<file path="src/rtl/rtc_regs_pkg.sv">
package rtc_regs_pkg;
  localparam int IDX_W      = 4;
  localparam int DATA_BYTES = 10;
  localparam logic [IDX_W-1:0] IDX_LAST   = 4'hD;
  localparam logic [IDX_W-1:0] IDX_STAT_A = 4'hA;
  localparam logic [IDX_W-1:0] IDX_STAT_B = 4'hB;
  localparam logic [IDX_W-1:0] IDX_STAT_C = 4'hC;
  localparam int A_UIP_BIT  = 7;
  localparam logic [7:0] A_RESET    = 8'h26;
  localparam int B_PIE_BIT  = 6;
  localparam logic [7:0] B_RESET    = 8'h46;
  localparam logic [7:0] B_FIXED    = 8'h06;
  localparam logic [7:0] B_FREE     = 8'h48;
endpackage

</file>
<file path="src/rtl/rtc_index_reg.sv">
module rtc_index_reg
  import rtc_regs_pkg::*;
(
  input  logic             clk,
  input  logic             rst_n,
  input  logic             load,
  input  logic [7:0]       wdata,
  output logic [IDX_W-1:0] idx,
  output logic             bad
);
  logic             take;
  logic [IDX_W-1:0] idx_d;

  always_comb begin
    take  = load && (wdata <= {4'h0, IDX_LAST});
    bad   = load && !take;
    idx_d = take ? wdata[IDX_W-1:0] : idx;
  end

  always_ff @(posedge clk or negedge rst_n) begin
    if (!rst_n)    idx <= '0;
    else if (take) idx <= idx_d;
  end
endmodule

</file>
<file path="src/rtl/rtc_data_bank.sv">
module rtc_data_bank
  import rtc_regs_pkg::*;
#(
  parameter int INIT_SEC   = 0,
  parameter int INIT_MIN   = 0,
  parameter int INIT_HOUR  = 0,
  parameter int INIT_WDAY0 = 0,
  parameter int INIT_MDAY  = 1,
  parameter int INIT_MON0  = 0,
  parameter int INIT_YEAR  = 0
) (
  input  logic             clk,
  input  logic             rst_n,
  input  logic             we,
  input  logic [IDX_W-1:0] addr,
  input  logic [7:0]       wdata,
  output logic [7:0]       rd_byte
);
  function automatic logic [7:0] reset_byte(int i);
    case (i)
      0:       return 8'(INIT_SEC);
      2:       return 8'(INIT_MIN);
      4:       return 8'(INIT_HOUR);
      6:       return 8'(INIT_WDAY0 + 1);
      7:       return 8'(INIT_MDAY);
      8:       return 8'(INIT_MON0 + 1);
      9:       return 8'(INIT_YEAR);
      default: return 8'h00;
    endcase
  endfunction

  logic [7:0] bytes_q [DATA_BYTES];

  for (genvar g = 0; g < DATA_BYTES; g++) begin : g_byte
    localparam logic [7:0] RV = reset_byte(g);
    logic en;
    assign en = we && (addr == IDX_W'(g));
    always_ff @(posedge clk or negedge rst_n) begin
      if (!rst_n)  bytes_q[g] <= RV;
      else if (en) bytes_q[g] <= wdata;
    end
  end

  always_comb begin
    rd_byte = 8'h00;
    for (int i = 0; i < DATA_BYTES; i++)
      if (addr == IDX_W'(i)) rd_byte = bytes_q[i];
  end
endmodule

</file>
<file path="src/rtl/rtc_status_regs.sv">
module rtc_status_regs
  import rtc_regs_pkg::*;
(
  input  logic             clk,
  input  logic             rst_n,
  input  logic             wr,
  input  logic             rd,
  input  logic [IDX_W-1:0] addr,
  input  logic [7:0]       wdata,
  output logic [7:0]       stat_a,
  output logic [7:0]       stat_b,
  output logic [7:0]       rd_byte,
  output logic             bad
);
  logic [7:0] a_d, b_d;
  logic       a_en, b_en;

  always_comb begin
    a_d  = stat_a;
    b_d  = stat_b;
    a_en = 1'b0;
    b_en = 1'b0;
    bad  = 1'b0;
    if (wr) begin
      if (addr == IDX_STAT_A) begin
        if (wdata == A_RESET) begin a_d = wdata; a_en = 1'b1; end
        else bad = 1'b1;
      end else if (addr == IDX_STAT_B) begin
        if ((wdata & ~B_FREE) == B_FIXED) begin b_d = wdata; b_en = 1'b1; end
        else bad = 1'b1;
      end else if (addr >= IDX_STAT_C) begin
        bad = 1'b1;
      end
    end
    if (rd && addr == IDX_STAT_A) begin
      a_d[A_UIP_BIT] = ~stat_a[A_UIP_BIT];
      a_en = 1'b1;
    end
    case (addr)
      IDX_STAT_A: rd_byte = a_d;
      IDX_STAT_B: rd_byte = stat_b;
      default:    rd_byte = 8'h00;
    endcase
  end

  always_ff @(posedge clk or negedge rst_n) begin
    if (!rst_n)    stat_a <= A_RESET;
    else if (a_en) stat_a <= a_d;
  end

  always_ff @(posedge clk or negedge rst_n) begin
    if (!rst_n)    stat_b <= B_RESET;
    else if (b_en) stat_b <= b_d;
  end
endmodule

</file>
<file path="src/rtl/rtc_periodic.sv">
module rtc_periodic #(
  parameter int PERIOD = 1024
) (
  input  logic clk,
  input  logic rst_n,
  input  logic run,
  output logic irq
);
  localparam int CNT_W = (PERIOD > 2) ? $clog2(PERIOD) : 1;
  localparam logic [CNT_W-1:0] RELOAD = CNT_W'(PERIOD - 1);

  logic [CNT_W-1:0] cnt_q, cnt_d;
  logic             irq_d;

  always_comb begin
    irq_d = 1'b0;
    cnt_d = RELOAD;
    if (run) begin
      if (cnt_q == '0) irq_d = 1'b1;
      else             cnt_d = cnt_q - 1'b1;
    end
  end

  always_ff @(posedge clk or negedge rst_n) begin
    if (!rst_n) begin
      cnt_q <= RELOAD;
      irq   <= 1'b0;
    end else begin
      cnt_q <= cnt_d;
      irq   <= irq_d;
    end
  end
endmodule

</file>
<file path="src/rtl/rtc_indexed_regs.sv">
module rtc_indexed_regs
  import rtc_regs_pkg::*;
#(
  parameter int PERIOD     = 1024,
  parameter int INIT_SEC   = 0,
  parameter int INIT_MIN   = 0,
  parameter int INIT_HOUR  = 0,
  parameter int INIT_WDAY0 = 0,
  parameter int INIT_MDAY  = 1,
  parameter int INIT_MON0  = 0,
  parameter int INIT_YEAR  = 0
) (
  input  logic       clk,
  input  logic       rst_n,
  input  logic       idx_wr,
  input  logic       dat_wr,
  input  logic       dat_rd,
  input  logic [7:0] wdata,
  output logic [7:0] rdata,
  output logic       rd_valid,
  output logic       err,
  output logic       irq
);
  logic             do_wr, do_rd;
  logic [IDX_W-1:0] cur_idx;
  logic             bad_idx, bad_stat, in_bank;
  logic [7:0]       bank_byte, stat_byte, rd_d;
  logic [7:0]       stat_a_q, stat_b_q;

  assign do_wr   = dat_wr && !idx_wr;
  assign do_rd   = dat_rd && !idx_wr && !dat_wr;
  assign in_bank = cur_idx < IDX_W'(DATA_BYTES);

  rtc_index_reg u_index (
    .clk(clk), .rst_n(rst_n), .load(idx_wr), .wdata(wdata),
    .idx(cur_idx), .bad(bad_idx)
  );

  rtc_data_bank #(
    .INIT_SEC(INIT_SEC), .INIT_MIN(INIT_MIN), .INIT_HOUR(INIT_HOUR),
    .INIT_WDAY0(INIT_WDAY0), .INIT_MDAY(INIT_MDAY), .INIT_MON0(INIT_MON0),
    .INIT_YEAR(INIT_YEAR)
  ) u_bank (
    .clk(clk), .rst_n(rst_n), .we(do_wr && in_bank), .addr(cur_idx),
    .wdata(wdata), .rd_byte(bank_byte)
  );

  rtc_status_regs u_status (
    .clk(clk), .rst_n(rst_n), .wr(do_wr && !in_bank), .rd(do_rd && !in_bank),
    .addr(cur_idx), .wdata(wdata), .stat_a(stat_a_q), .stat_b(stat_b_q),
    .rd_byte(stat_byte), .bad(bad_stat)
  );

  rtc_periodic #(.PERIOD(PERIOD)) u_periodic (
    .clk(clk), .rst_n(rst_n), .run(stat_b_q[B_PIE_BIT]), .irq(irq)
  );

  assign rd_d = in_bank ? bank_byte : stat_byte;

  always_ff @(posedge clk or negedge rst_n) begin
    if (!rst_n)     rdata <= 8'h00;
    else if (do_rd) rdata <= rd_d;
  end

  always_ff @(posedge clk or negedge rst_n) begin
    if (!rst_n) begin
      rd_valid <= 1'b0;
      err      <= 1'b0;
    end else begin
      rd_valid <= do_rd;
      err      <= bad_idx || bad_stat;
    end
  end
endmodule

</file>
<file path="config.mk">
export PLATFORM = sky130hd
export DESIGN_NAME = rtc_indexed_regs
export DESIGN_NICKNAME = d
export VERILOG_FILES = /design/src/rtl/rtc_regs_pkg.sv /design/src/rtl/rtc_index_reg.sv /design/src/rtl/rtc_data_bank.sv /design/src/rtl/rtc_status_regs.sv /design/src/rtl/rtc_periodic.sv /design/src/rtl/rtc_indexed_regs.sv
export SDC_FILE = /design/constraint.sdc
export NUM_CORES = 1
export LEC_CHECK = 0
export BUFFER_PORTS_ARGS = -buffer_cell sky130_fd_sc_hd__buf_2
export CAP_MARGIN = 40
export CORE_ASPECT_RATIO = 0.7
export CORE_UTILIZATION = 45
export DETAILED_ROUTE_END_ITERATION = 10
export PLACE_DENSITY = 0.71
export SYNTH_ARGS = -nofsm -noshare
export SYNTH_HDL_FRONTEND = slang
export SYNTH_HIERARCHICAL = 1
export SYNTH_SLANG_ARGS = --single-unit
</file>
<file path="constraint.sdc">
create_clock -name clk -period 4.54 [get_ports clk]
set_input_delay 0.908 -clock clk [delete_from_list [all_inputs] [get_ports clk]]
set_output_delay 0.908 -clock clk [all_outputs]
set_load 0.005 [all_outputs]
</file>
==> reports/metrics.cfg, run 1 <==
[detailed_routing]
drtPass1Iterations = 8
drtIter0Drc = 334
viasPerCell = 5.820
route.detailed.drc = 6
vias = 3946
wl_mm = 13.10
ant_nets = 0
wl_per_cell_um = 19.33

[global_routing]
grt_pass1_wl_mm = 21.64
grt_overflow = 0
grt_pass1_vias = 4033
grt_max_degree = 67
grt_util_all_layers_pct = 21.15
antenna_found_initial = 0

[logic_synthesis]
yosysTopAreaCellShare_pct = 43.70
synth_cell_types = 70
avgSynthCellArea_um2 = 11.97
yosys_warnings = 6
synthCells = 488
synth_edf_count = 0
synthesis.area_mm2 = 0.005841
syn_nets = 502
synthArstFlopShare_pct = 100.0
ys_top_cells_by_area = dfrtp_1, mux2_2, dfstp_2
synth-seq-cells = 121
ys_seq_area_share_pct = 52.25
ys.flop_type = dfrtp_1
yosys.area.top_type = dfrtp_1

[setup_path]
critPathArrivalTime_ns = 2.96
crit_path_start_kind = flip-flop
cpPeakStageDelay_ns = 0.62
critical_path_class = reg -> reg
critical-path-slowest-cell = nor2b_1
critical_path.max_fanout = 17
cp-end-kind = flip-flop
path_cells = o21a_1 > nor2_1 > and2_1 > nor2b_1 > mux2_2
required_ns = 4.83

[die]
rows = 34
ios = 24
coreArea_mm2 = 0.01255
die_area_mm2 = 0.01345
start_util_pct = 46.54
die_w_um = 138.2
die_h_um = 97.32

[cells_and_area]
diodes = 0
fin_util_pct = 52.74
fin_nets = 517
area_growth_pct = 13.32
final_common_cell = dfrtp_1
design_area_mm2 = 0.006619
layout-drive-gt1-share_pct = 35.47
layout_common_cells = dfrtp_1, mux2_2, nand2_1
num-fill-cells = 1011
fin_cells = 678

[sta]
hold_violations = 0
tightest_slew_ns = 0.8318
slew_violations = 0
fin_crit_sh_pct = 58.77
rsz0062_at_grt = false
final.setup.tns_ns = 0
clock.fmax_mhz = 374.8
fin_skew_ns = 0.01259
setup_viol = 0
relSlewSlack_pct = 44.55
setup_ws_ns = 1.872
finalCriticalPeriod_ns = 2.668

[pwr]
intPower_mw = 2.657
power.leakage_nw = 2.873
pwr-share-clk_pct = 34.6
p_seq_share_pct = 43.0
ir_worst_vdd_mv = 0.2878
p_sw_mw = 1.070
cellPowerDensity_mw_per_mm2 = 563.1
p_sw_share_pct = 28.71
comb_power_share_pct = 22.3

[place]
hpwl_mm = 8.631
dpl.cell_count = 646
dpl_cell_area_mm2 = 0.006051
place_congestion = 0.8146
port_buffers = 23
dp_slack_ns = 1.636

[cts]
cts-resized-gates = 0
numClockSinks = 121
cts_root_buf = clkbuf_16
cts_max_level = 4
cts-hold-fix-buffers = 0
tritoncts = done
cts_buffers = 17
clk_path_buf_depth = 2
post_cts.repair.setup_buffers = 0
worst_skew_pair.late_latency_ns = 0.42
clkTransAtPathRegs_ns = 0.05

[run_status]
violations = DRC
outcome = complete, but fails checks

[min_path]
hold_class = reg -> reg

[run]
drv_cap = 0

final timing paths:
kind	to	slack, ns	depth (start not counted)	start
max in group asynchronous	u_bank/bytes_q[24]	3.02	2	rst_n
max reg2reg	u_bank/bytes_q[53]	1.87	5	u_index/idx[2]
max	u_bank/bytes_q[53]	1.87	5	u_index/idx[2]
min reg2reg	u_periodic/cnt_q[0]	0.47	1	u_periodic/cnt_q[0]
min	u_periodic/cnt_q[0]	0.47	1	u_periodic/cnt_q[0]
min in group asynchronous	u_bank/bytes_q[7]	0.58	1	rst_n
power groups by stage:
| stage | logic, mW | registers (mW) | clock network [mW] |
|---|---|---|---|
| after CTS | 0.834 | 1.60 | 1.31 |
| after global placement | 0.784 | 1.60 | 0 |
| after floorplan | 0.650 | 1.54 | 0 |
| final | 0.833 | 1.60 | 1.29 |
| after detailed placement | 0.828 | 1.61 | 0 |
| after global routing | 0.911 | 1.64 | 1.37 |
synthesized netlist by cell type (3+ instances only):
library cell,instances
dfrtp_1,102
mux2_2,82
nand2_1,40
nor2_1,23
dfstp_2,19
mux2i_1,19
o21ai_0,18
a31oi_1,14
inv_1,12
buf_2,10
buf_1,9
clkbuf_1,8
nor2b_1,8
nand3_1,7
and2_1,6
nand2b_1,6
o211ai_1,6
o31ai_1,6
a22oi_1,5
a32o_1,5
o2111ai_1,5
o221ai_1,5
or4_1,5
or2_2,4
a21boi_0,3
a21oi_1,3
state kept, by name (all words and copies together) (netlist names):
| signal | cells |
|---|---|
| rdata | 8 |
| err | 1 |
| u_bank/bytes_q | 80 |
| u_periodic/cnt_q | 10 |
| u_periodic/irq | 1 |
| rd_valid | 1 |
| u_status/stat_a | 8 |
| u_status/stat_b | 8 |
| u_index/idx | 4 |
cells by family (layout without fill, tap and decap cells):
group,after synthesis,in the layout,share of synthesized area (%)
simple gates,131,131,13.35
flops,121,121,52.25
mux,105,105,20.22
compound gates,84,84,10.28
buf+inv,45,73,3.535
fa+ha+maj,1,1,0.2142
xor+xnor,1,1,0.1500
final cells by class:
cell class	instances	area (µm²)	area share, %
multi-input combinational	322	2582	39.02
timing repair buffer	29	167.7	2.533
inverter	12	45.04	0.6805
clock buffer	23	467.9	7.070
tap	162	202.7	3.062
clock inverter	9	100.1	1.512
sequential	121	3053	46.12
per-layer routing:
metal  GRT usage (%)  part of all wire, %
met1           29.47                   47
met2           30.89                   45
met3           6.555                  7.1
met4           7.952                 0.71
met5               0                    0
critical path: cells and delay by family (launching register included):
kind / cells / cell delay (ns)
and+or+nand+nor: 3 / 1.14
muxes: 1 / 0.41
DFF: 1 / 0.59
AOI/OAI and AO/OA: 1 / 0.40
metrics by stage:
step / hold WS, ns / power (mW)
finish: 0.4661 / 3.727
global route: 0.4954 / 3.925
CTS: 0.4636 / 3.746
detailed placement: 0.4505 / 2.441
global placement: 0.4413 / 2.385
floorplan: 0.4327 / 2.193
Power figures use the tool's default switching activity.
==> inputs of run 2 (changes only) <==
--- a/config.mk
+++ b/config.mk
@@ -10,7 +10,7 @@
 export CORE_ASPECT_RATIO = 0.7
 export CORE_UTILIZATION = 45
 export DETAILED_ROUTE_END_ITERATION = 10
-export PLACE_DENSITY = 0.71
+export PLACE_DENSITY = 0.74
 export SYNTH_ARGS = -nofsm -noshare
 export SYNTH_HDL_FRONTEND = slang
 export SYNTH_HIERARCHICAL = 1
==> constraint.sdc (replaced) <==
create_clock -name clk -period 2.2 [get_ports clk]
set_input_delay 0.44 -clock clk [delete_from_list [all_inputs] [get_ports clk]]
set_output_delay 0.44 -clock clk [all_outputs]
set_load 0.005 [all_outputs]
==> reports/metrics.cfg, run 2 (synthesis gave the netlist of run 1 again) <==
[run_status]
outcome = complete, but fails checks  ; unchanged
violations = DRC  ; unchanged

[detailed_routing]
drtIter0Drc = 351  ; was 334
wl_per_cell_um = 18.96  ; was 19.33 µm
wl_mm = 13.42  ; was 13.10 mm
vias = 4152  ; was 3,946
viasPerCell = 5.864  ; was 5.820
route.detailed.drc = 8  ; was 6
drtPass1Iterations = 8  ; unchanged
ant_nets = 0  ; unchanged

[sta]
relSlewSlack_pct = 64.83  ; was 44.55%
rsz0062_at_grt = false  ; unchanged
tightest_slew_ns = 0.5275  ; was 0.8318 ns
fin_skew_ns = 0.008018  ; was 0.01259 ns
clock.fmax_mhz = 481.0  ; was 374.8 MHz
setup_ws_ns = 0.1208  ; was 1.872 ns
final.setup.tns_ns = 0  ; unchanged
fin_crit_sh_pct = 94.51  ; was 58.77%
slew_violations = 0  ; unchanged
finalCriticalPeriod_ns = 2.079  ; was 2.668 ns
setup_viol = 0  ; unchanged
hold_violations = 0  ; unchanged

[setup_path]
critical_path.max_fanout = 20  ; was 17
cp-end-kind = flip-flop  ; unchanged
critical_path_class = reg -> reg  ; unchanged
crit_path_start_kind = flip-flop  ; unchanged
critPathArrivalTime_ns = 2.41  ; was 2.96 ns
required_ns = 2.53  ; was 4.83 ns

[cells_and_area]
fin_nets = 547  ; was 517
register_area_mm2 = 0.003053  ; unchanged
num-fill-cells = 1008  ; was 1,011
area_growth_pct = 19.07  ; was 13.32%
multi_input_area_mm2 = 0.002582  ; unchanged
diodes = 0  ; unchanged
largestRegisters = u_bank/bytes_q (80), u_periodic/cnt_q (10)  ; unchanged
layout_common_cells = dfrtp_1, mux2_2, nand2_1  ; unchanged
layout-drive-gt1-share_pct = 39.56  ; was 35.47%
largest_reg_flops = 80  ; unchanged
top_register = u_bank/bytes_q  ; unchanged
final_common_cell = dfrtp_1  ; unchanged

[place]
dp_slack_ns = 0.006019  ; was 1.636 ns
hpwl_mm = 9.321  ; was 8.631 mm
port_buffers = 23  ; unchanged
place_congestion = 0.8755  ; was 0.8146

[cts]
cts_max_level = 4  ; unchanged
clkTransAtPathRegs_ns = 0.06  ; was 0.05 ns
post_cts.repair.setup_buffers = 0  ; unchanged
numClockSinks = 121  ; unchanged
cts_root_buf = clkbuf_16  ; unchanged
tritoncts = done  ; unchanged
cts-hold-fix-buffers = 0  ; unchanged
clk_path_buf_depth = 2  ; unchanged
cts_buffers = 17  ; unchanged
cts-resized-gates = 0  ; unchanged
worst_skew_pair.late_latency_ns = 0.42  ; about the same

[die]
rows = 34  ; unchanged
start_util_pct = 46.54  ; unchanged
coreArea_mm2 = 0.01255  ; unchanged
die_w_um = 138.2  ; unchanged
ios = 24  ; unchanged
die_h_um = 97.32  ; unchanged
die_area_mm2 = 0.01345  ; unchanged

[global_routing]
grt_max_degree = 40  ; was 67
antenna_found_initial = 0  ; unchanged
grt_overflow = 0  ; unchanged
grt_util_all_layers_pct = 21.43  ; was 21.15%
grt_pass1_wl_mm = 22.08  ; was 21.64 mm
grt_pass1_vias = 4187  ; was 4,033

[pwr]
cellPowerDensity_mw_per_mm2 = 1171  ; was 563.1 mW/mm²
ir_worst_vdd_mv = 0.7857  ; was 0.2878 mV
power.leakage_nw = 3.068  ; was 2.873 nW

[run]
drv_cap = 0  ; unchanged

[min_path]
hold_class = in -> async  ; was reg -> reg

-- run 2: cell count changes in the layout (fill, tap and decap cells not counted), moves of 3 or more --
cell | previous run | this run
buf_4 | 5 | 34
inv_6 | 0 | 6
clkinv_2 | 5 | 0
buf_12 | 0 | 3
clkbuf_1 | 4 | 1
clkbuf_16 | 17 | 20
-- run 2: path summary, 6_finish.rpt --
path | from | endpoint | slack (ns) | cells after the start
max | u_index/idx[2] | rdata[5] | 0.12 | 7
min | rst_n | u_bank/bytes_q[44] | 0.0008 | 1
max reg2reg | u_index/idx[2] | rdata[5] | 0.12 | 7
min reg2reg | u_periodic/cnt_q[0] | u_periodic/cnt_q[0] | 0.46 | 1
max in group asynchronous | rst_n | u_status/stat_a[1] | 1.49 | 2
min in group clk | idx_wr | u_index/idx[2] | 0.42 | 3
-- run 2: through the flow --
stage | power, mW | area, µm² | utilization, % | instances | hold WS, ns
after floorplan | 4.526 | 5841 | - | 488 | 0.1444
after global placement | 5.028 | 6309 | 50.27 | 676 | 0.4394
after detailed placement | 5.152 | 6309 | 50.27 | 676 | 0.4478
after CTS | 8.172 | 6954 | 55.41 | 708 | 0.01407
after global routing | 8.534 | 6954 | 55.41 | 708 | 0.03321
final | 8.143 | 6954 | 55.41 | 708 | 0.0008462
-- run 2: worst max-delay path, cell delays in order, from the launching register on --
cell and delay, ns:
dfrtp_1 0.41, buf_4 0.23, and2b_2 0.26, nand2_1 0.28
o22ai_1 0.16, o31ai_1 0.32, nand2_1 0.13, a31oi_1 0.19
-- run 2: report_power, final --
group / switching [mW] / leakage (nW) / internal (mW)
clock network: 1.08 / 0.317 / 1.90
logic: 0.928 / 1.24 / 0.961
registers: 0.379 / 1.51 / 2.89
total: 2.39 / 3.07 / 5.76
-- run 2: routing by layer --
layer | global-route usage, % | wire length, µm
met5 | 0 | 0
met4 | 6.309 | 157
met3 | 6.062 | 846
met2 | 32.06 | 6020
met1 | 30.31 | 6399
-- run 2: final cells by class --
type                       count  area share (%)
clock buffer                  21           7.251
clock inverter                11           2.033
multi-input combinational    322           37.14
sequential                   121           43.90
timing repair buffer          59           6.117
tap                          162           2.915
inverter                      12          0.6477
==> inputs of run 3 (changes only) <==
--- a/config.mk
+++ b/config.mk
@@ -8,9 +8,10 @@
 export BUFFER_PORTS_ARGS = -buffer_cell sky130_fd_sc_hd__buf_2
 export CAP_MARGIN = 40
 export CORE_ASPECT_RATIO = 0.7
-export CORE_UTILIZATION = 45
+export CORE_MARGIN = 1.5
+export CORE_UTILIZATION = 56
 export DETAILED_ROUTE_END_ITERATION = 10
-export PLACE_DENSITY = 0.74
+export PLACE_DENSITY = 0.86
 export SYNTH_ARGS = -nofsm -noshare
 export SYNTH_HDL_FRONTEND = slang
 export SYNTH_HIERARCHICAL = 1
==> reports/metrics.cfg, run 3 (synthesis gave the netlist of run 1 again) <==
[run_status]
outcome = finished clean  ; was complete, but fails checks

[detailed_routing]
drtIter0Drc = 452  ; was 351
vias = 4314  ; was 4,152
viasPerCell = 6.439  ; was 5.864
route.detailed.drc = 0  ; was 8
drtPass1Iterations = 6  ; was 8
wl_mm = 14.57  ; was 13.42 mm
wl_per_cell_um = 21.74  ; was 18.96 µm
ant_nets = 0  ; unchanged

[setup_path]
crit_path_start_kind = flip-flop  ; unchanged
r2r_slack_ns = 0.07  ; was 0.12 ns
rr_worst_depth = 5  ; was 7
cpPeakStageDelay_ns = 0.46  ; was 0.41 ns
critPathArrivalTime_ns = 2.44  ; was 2.41 ns
critical-path-slowest-cell = dfrtp_1  ; unchanged
rr_startpoint = u_index/idx[2]  ; unchanged
path_cells = o21a_1 > nor2_1 > and2_1 > nand2b_1 > mux2_2  ; was buf_4 > and2b_2 > nand2_1 > o22ai_1 > o31ai_1 > nand2_1 > a31oi_1
r2r-end = u_bank/bytes_q[64]  ; was rdata[5]
cp_num_buf_inv = 0  ; was 1
cp-end-kind = flip-flop  ; unchanged
critical_path_class = reg -> reg  ; unchanged
required_ns = 2.51  ; was 2.53 ns
worst_path_dominant_cell_family = simple AND/OR/NAND/NOR gates  ; unchanged
critical_path.max_fanout = 8  ; was 20

[sta]
setup_ws_ns = 0.06919  ; was 0.1208 ns
setup_viol = 0  ; unchanged
fin_skew_ns = 0.008708  ; was 0.008018 ns
finalCriticalPeriod_ns = 2.131  ; was 2.079 ns
whs_ns = 0.04682  ; was 0.0008462 ns
clock.fmax_mhz = 469.3  ; was 481.0 MHz
fin_crit_sh_pct = 96.85  ; was 94.51%
tightest_slew_ns = 0.6617  ; was 0.5275 ns
hold_violations = 0  ; unchanged
slew_violations = 0  ; unchanged
relSlewSlack_pct = 55.89  ; was 64.83%

[die]
start_util_pct = 58.94  ; was 46.54%
ios = 24  ; unchanged
die_area_mm2 = 0.01106  ; was 0.01345 mm²
die_h_um = 88.45  ; was 97.32 µm
coreArea_mm2 = 0.009910  ; was 0.01255 mm²
die_w_um = 125.1  ; was 138.2 µm
rows = 30  ; was 34

[place]
dp_slack_ns = 0.03506  ; was 0.006019 ns
hpwl_mm = 9.456  ; was 9.321 mm
place_congestion = 0.8757  ; was 0.8755
port_buffers = 23  ; unchanged

[cells_and_area]
largest_reg_flops = 80  ; unchanged
diodes = 0  ; unchanged
area_growth_pct = 16.90  ; was 19.07%
top_register = u_bank/bytes_q  ; unchanged
fin_nets = 543  ; was 547
layout-drive-gt1-share_pct = 40.22  ; was 39.56%
largestRegisters = u_bank/bytes_q (80), u_periodic/cnt_q (10)  ; unchanged
layout_common_cells = dfrtp_1, mux2_2, nand2_1  ; unchanged
final_common_cell = dfrtp_1  ; unchanged

[global_routing]
grt_pass1_vias = 4359  ; was 4,187
antenna_found_initial = 0  ; unchanged
grt_max_degree = 50  ; was 40
grt_util_all_layers_pct = 27.52  ; was 21.43%
grt_pass1_wl_mm = 23.12  ; was 22.08 mm
grt_overflow = 0  ; unchanged

[cts]
clk_path_buf_depth = 2  ; unchanged
numClockSinks = 121  ; unchanged
cts_buffers = 17  ; unchanged
worst_skew_pair.late_latency_ns = 0.42  ; about the same
cts-hold-fix-buffers = 0  ; unchanged
tritoncts = done  ; unchanged
cts_max_level = 4  ; unchanged
cts_root_buf = clkbuf_16  ; unchanged
clkTransAtPathRegs_ns = 0.06  ; about the same

[pwr]
cellPowerDensity_mw_per_mm2 = 1149  ; was 1171 mW/mm²
power.leakage_nw = 3.013  ; was 3.068 nW
total_power_mw = 7.842  ; was 8.143 mW
p_sw_mw = 2.406  ; was 2.385 mW
intPower_mw = 5.437  ; was 5.757 mW
p_sw_share_pct = 30.68  ; was 29.29%
comb_power_share_pct = 24.3  ; was 23.2%
p_seq_share_pct = 42.2  ; was 40.2%
ir_worst_vdd_mv = 0.7316  ; was 0.7857 mV
pwr-share-clk_pct = 33.5  ; was 36.6%

[min_path]
hold_class = in -> async  ; unchanged

[run]
drv_cap = 0  ; unchanged

run 3: changes by cell type in the layout (fill, tap and decap cells not counted), moves of 3 or more:
| cell | previous run | this run |
|---|---|---|
| clkinv_2 | 0 | 5 |
| clkinvlp_4 | 0 | 3 |
| buf_4 | 34 | 29 |
| clkbuf_16 | 20 | 17 |
run 3: timing repair:
action,in CTS,in global routing
setup buffers,0,1
setup endpoints to repair,0,16
resized for setup,0,5
run 3: cell type report:
| type | instances | area, µm² |
|---|---|---|
| fill | 659 | 3082 |
| sequential | 121 | 3053 |
| multi-input combinational | 322 | 2601 |
| clock buffer | 18 | 439.2 |
| timing repair buffer | 55 | 407.9 |
| tap | 128 | 160.2 |
| clock inverter | 14 | 121.4 |
| inverter | 12 | 45.04 |
run 3: power groups by stage:
stage / clock network (mW) / registers [mW] / logic [mW]
after global routing: 2.74 / 3.39 / 2.05
after floorplan: 0 / 3.18 / 1.34
after detailed placement: 0 / 3.32 / 1.83
final: 2.62 / 3.31 / 1.91
after global placement: 0 / 3.25 / 1.74
after CTS: 2.65 / 3.30 / 1.85
run 3: through the flow:
stage | util [%] | std cells | setup TNS [ns] | area, µm²
after floorplan | - | 488 | 0 | 5841
after global placement | 62.85 | 637 | 0 | 6228
after detailed placement | 62.85 | 637 | 0 | 6228
after CTS | 68.51 | 669 | 0 | 6789
after global routing | 68.90 | 670 | -0.01130 | 6828
final | 68.90 | 670 | 0 | 6828
run 3: how the worst max path moves through the flow:
stage / startpoint / end / slack, ns / depth (start not counted)
final: u_index/idx[2] / u_bank/bytes_q[64] / 0.07 / 5
after global routing: u_index/idx[2] / u_bank/bytes_q[71] / -0.005 / 5
after CTS: u_index/idx[2] / u_bank/bytes_q[41] / 0.09 / 5
after detailed placement: wdata[0] / rdata[7] / 0.04 / 6
after global placement: wdata[0] / rdata[7] / 0.05 / 6
after floorplan: wdata[0] / rdata[7] / 0.19 / 6
run 3: worst reg2reg max path, delay by kind of cell (launching register included):
family / cells / cell delay (ns)
AO/OA/AOI/OAI: 1 / 0.24
flip-flops: 1 / 0.46
multiplexers: 1 / 0.41
AND/OR/NAND/NOR: 3 / 0.90
run 3: routing by layer:
metal / wire length [µm] / track usage (%) / vias up
met5: 0 / 0 / -
met4: 294 / 10.95 / 0
met3: 1053 / 6.771 / 30
met2: 7046 / 44.51 / 229
met1: 6172 / 36.58 / 2189
li1: - / - / 1866
